$ cat src/rtl/clkena_cascade.sv
module clkena_cascade #(
  parameter int PRE_DIV  = 4,
  parameter int SLOW_DIV = 16,
  parameter int PHASE_B  = 8
) (
  input  logic clk,
  input  logic rst,
  input  logic run,
  input  logic mfm,
  output logic ctl_en,
  output logic drv_en,
  output logic slow_a,
  output logic slow_b
);
  localparam int PW = (PRE_DIV > 2) ? $clog2(PRE_DIV) : 1;
  localparam int SW = (SLOW_DIV > 2) ? $clog2(SLOW_DIV) : 1;
  localparam logic [PW-1:0] PRE_LAST  = PW'(PRE_DIV - 1);
  localparam logic [SW-1:0] SLOW_LAST = SW'(SLOW_DIV - 1);
  localparam logic [SW-1:0] SLOW_B_AT = SW'(PHASE_B);

  logic [PW-1:0] pre;
  logic [SW-1:0] slow;
  logic          half;
  logic          mode_q;

  assign ctl_en = run & ~rst & (pre == PRE_LAST);
  assign drv_en = ctl_en & (mode_q | half);
  assign slow_a = drv_en & (slow == '0);
  assign slow_b = drv_en & (slow == SLOW_B_AT);

  always_ff @(posedge clk) begin
    if (rst) begin
      pre    <= '0;
      slow   <= '0;
      half   <= 1'b0;
      mode_q <= mfm;
    end else begin
      if (run)
        pre <= (pre == PRE_LAST) ? '0 : pre + PW'(1);
      if (ctl_en)
        half <= ~drv_en;
      if (drv_en) begin
        mode_q <= mfm;
        slow   <= (slow == SLOW_LAST) ? '0 : slow + SW'(1);
      end
    end
  end
endmodule

$ cat config.mk
export PLATFORM = sky130hd
export DESIGN_NAME = clkena_cascade
export DESIGN_NICKNAME = d
export VERILOG_FILES = /design/src/rtl/clkena_cascade.sv
export SDC_FILE = /design/constraint.sdc
export NUM_CORES = 1
export LEC_CHECK = 0
export ABC_CLOCK_PERIOD_IN_PS = 1600
export BUFFER_PORTS_ARGS = -buffer_cell sky130_fd_sc_hd__clkbuf_2
export CORE_AREA = 5 5 42 44
export DETAILED_ROUTE_END_ITERATION = 12
export DIE_AREA = 0 0 47 49
export PLACE_DENSITY = 0.58
export SLEW_MARGIN = 10
export SYNTH_ARGS = -nofsm -noshare
export SYNTH_HDL_FRONTEND = slang
export SYNTH_SLANG_ARGS = --single-unit
$ cat constraint.sdc
create_clock -name clk -period 1.6 [get_ports clk]
set_input_delay 0.24 -clock clk [delete_from_list [all_inputs] [get_ports clk]]
set_output_delay 0.24 -clock clk [all_outputs]
set_load 0.02 [all_outputs]
==> impl_metrics.py <==
metrics = {
    "run_status": {
        "status": "completed",
    },
    "setup_path": {
        "crit_chain": "ha_4 > nand3b_4 > nor2_4 > and4bb_1 > buf_6",
        "cp_num_buf_inv": 1,
        "cpMaxStageDelayCell": "dfxtp_2",
        "crit_fanout": 4,
        "cp_data_arrival_time_ps": 1320,
        "reg2reg_from": "mode_q",
        "cp_top_family": "simple AND/OR/NAND/NOR gates",
        "startpoint": "pre[1]",
        "crit_type": "reg -> out",
        "critPathRequiredTime_ps": 1360,
        "worstSetupEndpointType": "output port",
        "slowest_delay_ps": 350,
        "cp-start-kind": "register",
    },
    "power_and_ir_drop": {
        "p_leak_nw": 0.2677,
        "pwr-share-seq": 0.514,
        "p_clk_frac": 0.398,
        "switching_share": 0.2254,
        "cellPowerDensity_nw_per_um2": 731.7,
        "p_switching_mw": 0.09428,
        "internal_power_mw": 0.3241,
        "power_frac_comb": 0.088,
        "ir_drop_uv": 451.9,
    },
    "global_route": {
        "groute.usage.overall": 0.08333,
        "grt_first_pass_wirelength_microns": 1421,
        "grt_antenna_before_repair": 0,
        "grt_pass1_vias": 371,
        "grt_max_degree": 9,
        "grt_overflow": 0,
    },
    "cells_and_area": {
        "layout-drive-gt1-share": 0.3770,
        "fin_nets": 69,
        "syn_to_final_growth_pct": 29.10,
        "diodes": 0,
        "final_cell_mix": "5 x dfxtp_1, 5 x clkbuf_2, 5 x buf_4",
    },
    "synth": {
        "seq_area_frac_synth": 0.3842,
        "syn_area_per_cell_sq_um": 9.424,
        "yosysWarningCount": 0,
        "syn_inst": 47,
        "synth_nets": 54,
        "synth_cell_types": 24,
        "synth.cell_area_sq_um": 442.9,
        "ys_seq_elements": 8,
    },
    "sta": {
        "period_share": 0.9726,
        "fmax_ghz": 0.6426,
        "slew_viol_final": 0,
        "period_minus_slack_ps": 1556,
        "finalSetupViolations": 0,
        "tightestPinTransition_ps": 263.9,
        "skew_ps": 12.91,
        "hold-worst-slack_ps": 163.4,
        "timing.final.ws_setup_ps": 43.86,
        "slew_headroom": 0.8224,
        "rsz0062_at_grt": "true",
        "finalHoldViolCount": 0,
    },
    "die": {
        "die_h_microns": 49,
        "dieWidth_microns": 47,
        "initial_core_util": 0.3161,
        "core-area_sq_um": 1401,
        "rows": 14,
        "die_area_sq_um": 2303,
        "io_pins": 8,
    },
    "clock_network": {
        "postCtsHoldBufs": 0,
        "worstSkewPairLatency_ps": 260,
        "h-tree-depth": 1,
        "clockBufferDepth": 2,
        "cts_tree": "done",
        "cts_buffers": 3,
        "cts_sinks": 8,
        "clock-root-buffer": "clkbuf_4",
        "clkTransAtPathRegs_ps": 60,
    },
    "placed_design": {
        "portBuffers": 7,
        "dp_slack_ps": 159.7,
        "gp_congestion": 0.7504,
        "dp_hpwl_microns": 619.9,
    },
    "flow_run": {
        "cap_violations": 0,
    },
    "min_path": {
        "hp-class": "in -> reg",
        "min-delay-start": "mfm",
    },
    "detailed_routing": {
        "first_pass_iters": 4,
        "final_antenna_net_count": 0,
        "wire_per_inst_microns": 11.16,
        "drt_iter0_drc": 11,
        "vias_per_cell": 4.961,
        "routed_wl_microns": 859,
        "post-route-drc-count": 0,
        "dr_total_vias": 382,
    },
}
## Yosys cell counts
library cell  number  area, sq um
nor3b_1            1        7.510
nand3_2            1        10.01
and4b_1            1        10.01
nand2b_1           1        6.260
and4bb_1           1        12.51
nand2_1            2        7.510
a21oi_1            4        20.02
dfxtp_1            7        140.1
clkinv_2           1        5.000
a31oi_1            2        12.51
or2_2              2        12.51
nand3_1            2        10.01
o21ai_0            2        10.01
mux2i_1            3        30.03
nor3_1             1        5.000
nor4_1             1        6.260
nand3b_4           1        20.02
inv_1              3        11.26
nor2_2             1        6.260
and3_1             1        6.260
edfxtp_1           1        30.03
ha_1               3        37.54
nor2_1             4        15.01
buf_6              1        11.26
## power groups by stage
stage | combinational, mW | sequential, mW | clock [mW]
CTS | 0.0356 | 0.215 | 0.173
global placement | 0.0329 | 0.217 | 0
detailed placement | 0.0331 | 0.217 | 0
floorplan | 0.0225 | 0.216 | 0
global route | 0.0406 | 0.216 | 0.184
finish | 0.0368 | 0.215 | 0.166
## worst paths after layout
path / end / slack (ps) / cells after the start
max: slow_a / 40 / 5
min reg2reg: pre[0] / 520 / 2
max reg2reg: mode_q / 400 / 3
min: mode_q / 160 / 1
## per-layer routing
metal,global-route usage,share of wire,up-vias
met5,0,0,-
met4,0.02765,0,0
met3,0.04797,0.040,0
met2,0.1244,0.49,6
met1,0.09756,0.47,179
li1,-,-,197
## area by class of cell
| type | count | area, sq um |
|---|---|---|
| Inverter | 4 | 16.27 |
| Tap cell | 16 | 20.02 |
| Fill cell | 153 | 829.5 |
| Timing Repair Buffer | 11 | 73.82 |
| Multi-Input combinational cell | 34 | 262.8 |
| Sequential cell | 8 | 172.7 |
| Clock buffer | 4 | 26.28 |
## registers in the layout, summed over array words and instances, names as in the netlist
| signal | cells |
|---|---|
| pre | 2 |
| half | 1 |
| slow | 4 |
| mode_q | 1 |
## stage by stage
step                      std cells  utilization  TNS [ps]  instance area, sq um  total power [mW]
after floorplan                  47            -         0                 442.9            0.2385
after global placement           71       0.3580         0                 501.7            0.2495
after detailed placement         71       0.3580         0                 501.7            0.2500
after CTS                        75       0.3929         0                 550.5            0.4239
after global routing             77       0.4080    -35.65                 571.8            0.4404
final                            77       0.4080         0                 571.8            0.4184
## cells by family (layout without fill, tap and decap cells)
group           Yosys count  after routing  share of synthesized area
simple gates             20             20                     0.3051
compound gates            8              8                    0.09604
flops                     8              8                     0.3842
buf+inv                   5             19                    0.06213
fa+ha+maj                 3              3                    0.08475
mux                       3              3                    0.06780
## what timing repair did
item	4_1_cts	5_1_grt
setup buffers	0	2
pin swaps	1	2
gates cloned	0	0
resized for setup	6	4
setup endpoints to repair	2	2
Power figures use the tool's default switching activity.
